==> src/rtl/aud_reform_pkg.sv <==
package aud_reform_pkg;

    // Width of one audio sample as delivered to the DAC filter.
    localparam int SAMPLE_W = 16;

    typedef logic [SAMPLE_W-1:0] sample_t;

    // One stereo pair, moved as a unit between the capture and playback sides.
    typedef struct packed {
        sample_t left;
        sample_t right;
    } pair_t;

endpackage

==> src/rtl/reform_in_deser.sv <==
module reform_in_deser
    import aud_reform_pkg::*;
#(
    parameter int IN_SLOT = 32
) (
    input  logic  clk,
    input  logic  rst,
    input  logic  bclk_pin,
    input  logic  lrck_pin,
    input  logic  sdata_pin,
    output pair_t hold_o
);

    localparam int CNT_W = $clog2(IN_SLOT) + 1;
    localparam logic [CNT_W-1:0] CNT_FIRST = CNT_W'(1);
    localparam logic [CNT_W-1:0] CNT_LAST  = CNT_W'(SAMPLE_W);
    localparam logic [CNT_W-1:0] CNT_SAT   = '1;

    typedef struct packed {
        logic [1:0]       sync_b;   // two-stage synchroniser, bit clock
        logic [1:0]       sync_l;   // two-stage synchroniser, word clock
        logic [1:0]       sync_d;   // two-stage synchroniser, data
        logic             b_last;   // synchronised bit clock, previous cycle
        logic             lr_last;  // word clock seen at the previous bit-clock rise
        logic [CNT_W-1:0] bit_cnt;  // position within the current channel slot
        sample_t          shreg;    // incoming sample being assembled
        sample_t          left_s;   // finished left word awaiting its partner
        pair_t            hold;     // last complete pair
    } dsr_t;

    dsr_t st_d, st_q;

    always_comb begin
        logic    rise_v;
        logic    lr_v;
        logic    dat_v;
        sample_t word_v;

        st_d = st_q;
        st_d.sync_b = {st_q.sync_b[0], bclk_pin};
        st_d.sync_l = {st_q.sync_l[0], lrck_pin};
        st_d.sync_d = {st_q.sync_d[0], sdata_pin};
        st_d.b_last = st_q.sync_b[1];

        rise_v = st_q.sync_b[1] & ~st_q.b_last;
        lr_v   = st_q.sync_l[1];
        dat_v  = st_q.sync_d[1];
        word_v = {st_q.shreg[SAMPLE_W-2:0], dat_v};

        if (rise_v) begin
            if (lr_v != st_q.lr_last) begin
                // Word-clock change: this edge carries the tail of the
                // previous slot, the MSB follows on the next edge.
                st_d.bit_cnt = '0;
                st_d.lr_last = lr_v;
            end else if (st_q.bit_cnt != CNT_SAT) begin
                st_d.bit_cnt = st_q.bit_cnt + 1'b1;
            end

            if (st_d.bit_cnt >= CNT_FIRST && st_d.bit_cnt <= CNT_LAST) begin
                st_d.shreg = word_v;
                if (st_d.bit_cnt == CNT_LAST) begin
                    if (!lr_v) begin
                        st_d.left_s = word_v;
                    end else begin
                        st_d.hold.left  = st_q.left_s;
                        st_d.hold.right = word_v;
                    end
                end
            end
        end
    end

    always_ff @(posedge clk) begin
        if (rst) begin
            st_q         <= '0;
            st_q.lr_last <= 1'b1;
            st_q.bit_cnt <= CNT_SAT;
        end else begin
            st_q <= st_d;
        end
    end

    assign hold_o = st_q.hold;

endmodule

==> src/rtl/reform_frame_timer.sv <==
module reform_frame_timer #(
    parameter int FRAME_SYS = 384,
    parameter int CNT_W     = $clog2(FRAME_SYS)
) (
    input  logic             clk,
    input  logic             rst,
    output logic [CNT_W-1:0] phase_o
);

    localparam logic [CNT_W-1:0] LAST = CNT_W'(FRAME_SYS - 1);

    logic [CNT_W-1:0] phase_d, phase_q;

    always_comb begin
        phase_d = (phase_q == LAST) ? '0 : phase_q + 1'b1;
    end

    always_ff @(posedge clk) begin
        if (rst) begin
            phase_q <= '0;
        end else begin
            phase_q <= phase_d;
        end
    end

    assign phase_o = phase_q;

endmodule

==> src/rtl/reform_out_ser.sv <==
module reform_out_ser
    import aud_reform_pkg::*;
#(
    parameter int OUT_SLOT = 24,
    parameter int OBIT_DIV = 8,
    parameter int CNT_W    = 9
) (
    input  logic             clk,
    input  logic             rst,
    input  logic [CNT_W-1:0] phase_i,
    input  pair_t            pair_i,
    output logic             bclk_o,
    output logic             lrck_o,
    output logic             sdata_o
);

    localparam int PAD      = OUT_SLOT - SAMPLE_W;
    localparam int HALF_SYS = OUT_SLOT * OBIT_DIV;
    localparam int HI_FROM  = OBIT_DIV / 2;

    typedef struct packed {
        pair_t word;   // pair being played in this frame
        logic  bclk;
        logic  lrck;
        logic  sdata;
    } ser_t;

    ser_t st_d, st_q;

    always_comb begin
        logic [31:0] c_v;
        logic [31:0] rel_v;
        logic [31:0] pos_v;
        logic [31:0] sub_v;
        logic        first_v;
        sample_t     sel_v;
        sample_t     shf_v;

        st_d    = st_q;
        c_v     = 32'(phase_i);
        first_v = (c_v < HALF_SYS);
        rel_v   = first_v ? c_v : c_v - HALF_SYS;
        pos_v   = rel_v / OBIT_DIV;
        sub_v   = rel_v % OBIT_DIV;
        sel_v   = first_v ? st_q.word.left : st_q.word.right;
        shf_v   = '0;

        st_d.bclk = (sub_v >= HI_FROM);
        st_d.lrck = first_v;
        if (pos_v >= PAD) begin
            shf_v      = sel_v >> (SAMPLE_W - 1 - (pos_v - PAD));
            st_d.sdata = shf_v[0];
        end else begin
            st_d.sdata = 1'b0;
        end

        // Take a fresh pair at the start of each frame; the leading pad
        // bits give it time to settle before the first data bit.
        if (c_v == 0) begin
            st_d.word = pair_i;
        end
    end

    always_ff @(posedge clk) begin
        if (rst) begin
            st_q      <= '0;
            st_q.lrck <= 1'b1;
        end else begin
            st_q <= st_d;
        end
    end

    assign bclk_o  = st_q.bclk;
    assign lrck_o  = st_q.lrck;
    assign sdata_o = st_q.sdata;

endmodule

==> src/rtl/aud_48fs_reformatter.sv <==
module aud_48fs_reformatter
    import aud_reform_pkg::*;
#(
    parameter int IN_SLOT  = 32,
    parameter int OUT_SLOT = 24,
    parameter int OBIT_DIV = 8
) (
    input  logic clk,
    input  logic rst,
    input  logic in_bclk,
    input  logic in_lrck,
    input  logic in_sdata,
    output logic out_bclk,
    output logic out_lrck,
    output logic out_sdata
);

    localparam int FRAME_SYS = 2 * OUT_SLOT * OBIT_DIV;
    localparam int CNT_W     = $clog2(FRAME_SYS);

    pair_t            hold_w;
    logic [CNT_W-1:0] phase_w;

    reform_in_deser #(
        .IN_SLOT (IN_SLOT)
    ) deser_i (
        .clk       (clk),
        .rst       (rst),
        .bclk_pin  (in_bclk),
        .lrck_pin  (in_lrck),
        .sdata_pin (in_sdata),
        .hold_o    (hold_w)
    );

    reform_frame_timer #(
        .FRAME_SYS (FRAME_SYS),
        .CNT_W     (CNT_W)
    ) timer_i (
        .clk     (clk),
        .rst     (rst),
        .phase_o (phase_w)
    );

    reform_out_ser #(
        .OUT_SLOT (OUT_SLOT),
        .OBIT_DIV (OBIT_DIV),
        .CNT_W    (CNT_W)
    ) ser_i (
        .clk     (clk),
        .rst     (rst),
        .phase_i (phase_w),
        .pair_i  (hold_w),
        .bclk_o  (out_bclk),
        .lrck_o  (out_lrck),
        .sdata_o (out_sdata)
    );

endmodule

==> config.mk <==
export PLATFORM = sky130hd
export DESIGN_NAME = aud_48fs_reformatter
export DESIGN_NICKNAME = d
export VERILOG_FILES = /design/src/rtl/aud_reform_pkg.sv /design/src/rtl/reform_in_deser.sv /design/src/rtl/reform_frame_timer.sv /design/src/rtl/reform_out_ser.sv /design/src/rtl/aud_48fs_reformatter.sv
export SDC_FILE = /design/constraint.sdc
export NUM_CORES = 1
export LEC_CHECK = 0
export CAP_MARGIN = 0
export CORE_ASPECT_RATIO = 0.75
export CORE_MARGIN = 4
export CORE_UTILIZATION = 38
export CTS_BUF_LIST = sky130_fd_sc_hd__clkbuf_8
export CTS_CLUSTER_DIAMETER = 100
export DETAILED_ROUTE_END_ITERATION = 10
export DONT_BUFFER_PORTS = 1
export SLEW_MARGIN = 20
export SYNTH_ARGS = -nofsm -noshare
export SYNTH_HDL_FRONTEND = slang
export SYNTH_SLANG_ARGS = --single-unit
==> constraint.sdc <==
create_clock -name clk -period 3.7 [get_ports clk]
set_clock_uncertainty 0.15 [all_clocks]
set_input_delay 0.925 -clock clk [delete_from_list [all_inputs] [get_ports clk]]
set_output_delay 0.925 -clock clk [all_outputs]
set_load 0.01 [all_outputs]
# Yosys cells after proc, flatten, opt, wreduce, memory -nomap -nowiden
# Cells that the tools add are included.
[classes]
n_reduce_logical = 8
magnitude_cmp = 5
add_sub_neg = 5
n_bitwise = 4
muxes = 5
n_eq_ne = 4
n_shift = 1
[op_table]
columns = ["cell", "n"]
rows = [
  ["two-way mux 32 bit", 1],
  ["right shift 16 x 32 -> 1 bit", 1],
  ["subtractor 4 x 32 -> 32 bit, first input constant", 1],
  ["subtractor 29 x 4 -> 30 bit, second input constant", 1],
  ["greater-or-equal comparator 29 x 4 -> 1 bit, second input constant", 1],
  ["two-way mux 6 bit", 3],
  ["two-way mux 16 bit", 1],
  ["subtractor 9 x 8 -> 10 bit, second input constant", 1],
  ["adder 9 x 1 -> 9 bit, second input constant", 1],
  ["equality test 9 bit, second input constant", 1],
  ["logical NOT 9 bit", 1],
  ["less-than comparator 9 x 8 -> 1 bit, second input constant", 1],
  ["AND reduction 4 bit", 2],
  ["adder 6 x 1 -> 6 bit, second input constant", 1],
  ["equality test 6 x 5 -> 1 bit, second input constant", 1],
  ["greater-or-equal comparator 6 x 1 -> 1 bit, second input constant", 1],
  ["less-or-equal comparator 6 x 5 -> 1 bit, second input constant", 1],
  ["!= test 6 bit, second input constant", 1],
  ["AND reduction 2 bit", 2],
  ["OR reduction 2 bit", 2],
  ["greater-or-equal comparator 3 bit, second input constant", 1],
  ["NOT 1 bit", 3],
  ["bitwise AND 1 bit", 1],
  ["logical AND 1 bit", 1],
  ["!= test 1 bit", 1],
]
[totals]
elab_cells = 48
in_bits = 5
reg_bits = 121
out_inout_bits = 3

# Logic depth before layout (Yosys ltp)
[depth]
word_depth = 7
depth_mapped = 12
mapped_depth_nobuf = 11

# By module
# A second synthesis with hierarchy kept.
[hier_totals]
hier_cells = 641
area_unflattened_um2 = 5696.7
[modules_own_cells]
columns = ["module", "seq_area_each_um2", "n_inst", "cells_each", "area_per_inst_um2"]
rows = [
  ["reform_in_deser", 1541.5, 1, 353, 3384.5],
  ["reform_out_ser", 700.7, 1, 244, 1914.3],
  ["reform_frame_timer", 180.2, 1, 44, 397.9],
]

# Least setup slack after synthesis
# OpenSTA, ideal clock, no wires.
[synth_path]
path_type = "reg2reg"
start = "register timer_i.phase_q[7], in the netlist timer_i.phase_o[7]"
end = "register ser_i.st_q, in the netlist ser_i.sdata_o"
arrival_time_ns = 2.525
required_time_ns = 3.490
setup_slack_ns = 0.965
path_stages_with_launch = 12
path_buffers = 0
cell_sequence = "dfxtp_1 ha_1 o21ai_0 nand2_1 ha_1 nand3_1 inv_1 ha_1 nor4bb_1 a31oi_1 a2111oi_0 o2111a_1"
[synth_between]
elab_chain_cells = 5
[synth_rtl]
columns = ["item", "line", "text"]
rows = [
  ["start: declaration", "reform_frame_timer.sv:12", "logic [CNT_W-1:0] phase_d, phase_q;"],
  ["start signal: assignment", "reform_frame_timer.sv:22", "phase_q <= phase_d;"],
  ["subtractor 9 x 8 -> 10 bit / less-than comparator 9 x 8 -> 1 bit (equally long branches)", "reform_out_ser.sv:42, reform_out_ser.sv:41", ""],
  ["two-way mux 32 bit", "reform_out_ser.sv:42", "rel_v = first_v ? c_v : c_v - HALF_SYS;"],
  ["subtractor 29 x 4 -> 30 bit / greater-or-equal comparator 29 x 4 -> 1 bit (equally long branches)", "reform_out_ser.sv:51, reform_out_ser.sv:50", ""],
  ["subtractor 4 x 32 -> 32 bit / NOT 1 bit (equally long branches)", "--", ""],
  ["right shift 16 x 32 -> 1 bit / OR reduction 2 bit (equally long branches)", "--", ""],
  ["end signal: assignment", "reform_out_ser.sv:69", "st_q <= st_d;"],
  ["end: declaration", "reform_out_ser.sv:28", "ser_t st_d, st_q;"],
]
# Several ways; a longest one is shown, not always the timed one.
# A chain may end at the register's enable or synchronous reset.

# Worst setup path in the final report
[layout_path]
start = "register timer_i.phase_q[6], in the netlist timer_i.phase_o[6]"
end = "register ser_i.st_q, in the netlist ser_i.sdata_o"
# The elaborated chain is that of the path after synthesis.

==> results.md <==
- Outcome: completed
- Sequential share of power: 0.500
- RSZ-0062 raised after global routing: false
- Post-DRT Antenna Nets: 0
- Fmax: 296 MHz
- Diode count: 0
- Vias in the first global route: 4116
- Setup bufs post-CTS: 0
- NetSw: 611 µW
- Placed Area: 5590 µm²
- Setup_tns: 0 ns
- Fin nets: 600
- Fin area: 5980 µm²
- Setup crit start kind: flip-flop
- CTS Hold Bufs: 0
- Routed vias: 4068
- Core ar.: 13900 µm²
- Initial Util: 0.394
- CTS buffer count: 17
- DRC: 0
- Initial drt markers: 223
- Slew margin rel.: 0.290
- Final setup violation count: 0
- Post-DP HPWL: 7720 µm
- Commonest non-fill, non-tap cell in the layout: dfxtp_1
- Slew Viols, Final: 0
- Power Density: 445 nW/µm²
- #FFs+latches synth: 121
- Layout cells sized above 1: 0.0924
- Post-synth EDFFs: 0
- Clk slew on worst S/H paths: 0.07 ns
- Pwr Total: 2.66 mW
- Post-DR wirelength/cell: 14.6 µm
- Antenna violations before repair: 0
- CP most frequent cell: ha_1
- Fill cell count: 1340
- Largest net degree at the start of global routing: 133
- Most frequent cells in the layout: dfxtp_1 (121), nand2_1 (82), nand2b_1 (68), a21oi_1 (59), mux2i_1 (53)
- Die H: 112 µm
- Cell Area, Synth: 5490 µm²
- Worst hold path class: reg -> reg
- GRT overflow: 0
- WL final: 11500 µm
- Die Wd: 147 µm
- Max_cap viols: 0
- P_leak: 2.11 nW
- Via density: 5.15
- Row count: 37
- Yosys warns: 0
- GP Congestion: 0.811
- Top FF cell, synth: dfxtp_1
- Comb pwr share: 0.055
- Post-CTS sizing: 0
- CP max stage delay: 0.44 ns
- First-pass GRT wire length: 19900 µm
- Avg Cell Area, Syn: 9.19 µm²
- CTS tree: yes
- Int Power: 2.05 mW
- Clk root buf: clkbuf_8
- Req. time, crit path: 3.91 ns
- Max Buffers Root-to-Sink: 2
- FFs w/ async S/R, synth: 0
- Net count after synthesis: 615
- Worst Tran Pin Value: 1.06 ns
- CP max-delay cell: o21ai_0
- H-tree depth: 4
- Fin crit share: 0.914
- Final Util: 0.429
- IO Pins: 8
- Peak VDD IR: 0.232 mV
- Sequential share of the synthesized area: 0.441
- Clk network pwr share: 0.445
- Port bufs: 0
- Gate count of the mapped netlist: 598
- Gr usage total: 0.146
- Clk_lat worst skew: 0.42 ns
- Die ar.: 16500 µm²
- CP Capture Type: flip-flop
- Clk sinks: 121
- Worst EP arrival: 3.60 ns
- Switching Share: 0.230
- Worst-path cell chain: ha_1 > o21ai_0 > nand2_1 > ha_1 > nand3_1 > inv_1 > ha_1 > nor4bb_1 > a31oi_1 > a2111oi_0 > o2111a_1
- Synth unique cells: 50
- WS Path Type: reg -> reg
- Final hold viol count: 0
- First drt pass iteration count: 4
- Syn-to-layout area delta: 8.88%
- Critical Path Fanout Max: 13
- Min cycle time layout: 3.38 ns
-- stage by stage --
step / hold WS (ns) / cells / worst slack [ns]
2_1_floorplan: 0.264 / 598 / 0.965
3_3_place_gp: 0.274 / 759 / 0.518
3_5_place_dp: 0.273 / 759 / 0.343
4_1_cts: 0.293 / 790 / 0.320
5_1_grt: 0.312 / 790 / 0.0330
6_report: 0.290 / 790 / 0.318
-- worst paths after layout --
kind,startpoint,endpoint,slack (ns),cells after the start
max,timer_i.phase_o[6],ser_i.sdata_o,0.32,11
min,deser_i.st_d[75],deser_i.st_q[75],0.29,1
max reg2reg,timer_i.phase_o[6],ser_i.sdata_o,0.32,11
min reg2reg,deser_i.st_d[75],deser_i.st_q[75],0.29,1
-- per-layer routing --
layer,GRT usage,wire length [µm],up-vias
li1,-,-,2053
met2,0.210,4860,50
met5,0,0,-
met3,0.0420,375,13
met1,0.212,6150,1952
met4,0.0439,121,0
-- flip-flops by register name, indices dropped and copies added, names as in the netlist --
signal           flops
ser_i.bclk_o         1
ser_i.st_q          32
deser_i.hold_o      32
timer_i.phase_o      9
deser_i.st_d         4
deser_i.st_q        41
ser_i.sdata_o        1
ser_i.lrck_o         1
-- cells in the mapped netlist, types with 2 or more instances --
cell | instances | area, µm²
inv_1 | 10 | 37.5
nor3b_1 | 4 | 30.0
dfxtp_1 | 121 | 2420
a21o_1 | 4 | 30.0
mux4_2 | 4 | 90.1
clkbuf_1 | 28 | 105
nor2_1 | 16 | 60.1
a31oi_1 | 11 | 68.8
o21bai_1 | 3 | 22.5
nand2_1 | 82 | 308
mux2_2 | 5 | 56.3
nand2b_1 | 68 | 425
buf_2 | 6 | 30.0
buf_8 | 2 | 30.0
a31o_2 | 2 | 17.5
a21oi_1 | 59 | 295
nor3_1 | 2 | 10.0
buf_6 | 3 | 33.8
o211ai_1 | 16 | 120
or3_1 | 4 | 25.0
nor4_1 | 3 | 18.8
nor2b_1 | 13 | 81.3
nor4bb_1 | 3 | 30.0
xnor2_1 | 5 | 43.8
and3_1 | 4 | 25.0
o22ai_1 | 2 | 12.5
o21ai_0 | 7 | 35.0
nand3_1 | 9 | 45.0
a21oi_2 | 2 | 17.5
o31ai_1 | 15 | 113
xor2_1 | 3 | 26.3
ha_1 | 12 | 150
mux2i_1 | 53 | 531
-- cell families after synthesis --
family	Yosys count	synth area share
AOI/OAI and AO/OA	128	0.145
xor gates and xnor gates	8	0.0128
adders and majority gates	12	0.0273
and+or+nand+nor	216	0.205
DFF	121	0.441
buffers and inverters	51	0.0451
muxes	62	0.123
-- power groups by stage --
stage | Sequential [mW] | Clock [mW] | Combinational, mW
after floorplan | 1.35 | 0 | 0.134
after global placement | 1.36 | 0 | 0.141
after detailed placement | 1.36 | 0 | 0.145
after CTS | 1.33 | 1.21 | 0.145
after global routing | 1.33 | 1.27 | 0.161
final | 1.33 | 1.18 | 0.147
-- worst max-delay path, delay by kind of cell (launching register included) --
family          cells  cell delay [ns]
flops               1             0.43
compound gates      4             1.25
buf+inv             1             0.06
fa+ha+maj           3             0.80
simple gates        3             0.63
-- area by class of cell --
| cell class | instances | area, µm² | area share |
|---|---|---|---|
| clock inverter | 12 | 134 | 0.0224 |
| multi-input combinational | 426 | 2830 | 0.473 |
| tap | 195 | 244 | 0.0408 |
| inverter | 10 | 37.5 | 0.00628 |
| sequential | 121 | 2420 | 0.405 |
| timing repair buffer | 7 | 52.6 | 0.00879 |
| clock buffer | 19 | 262 | 0.0437 |
No activity file was read; power rests on OpenSTA's default activity.
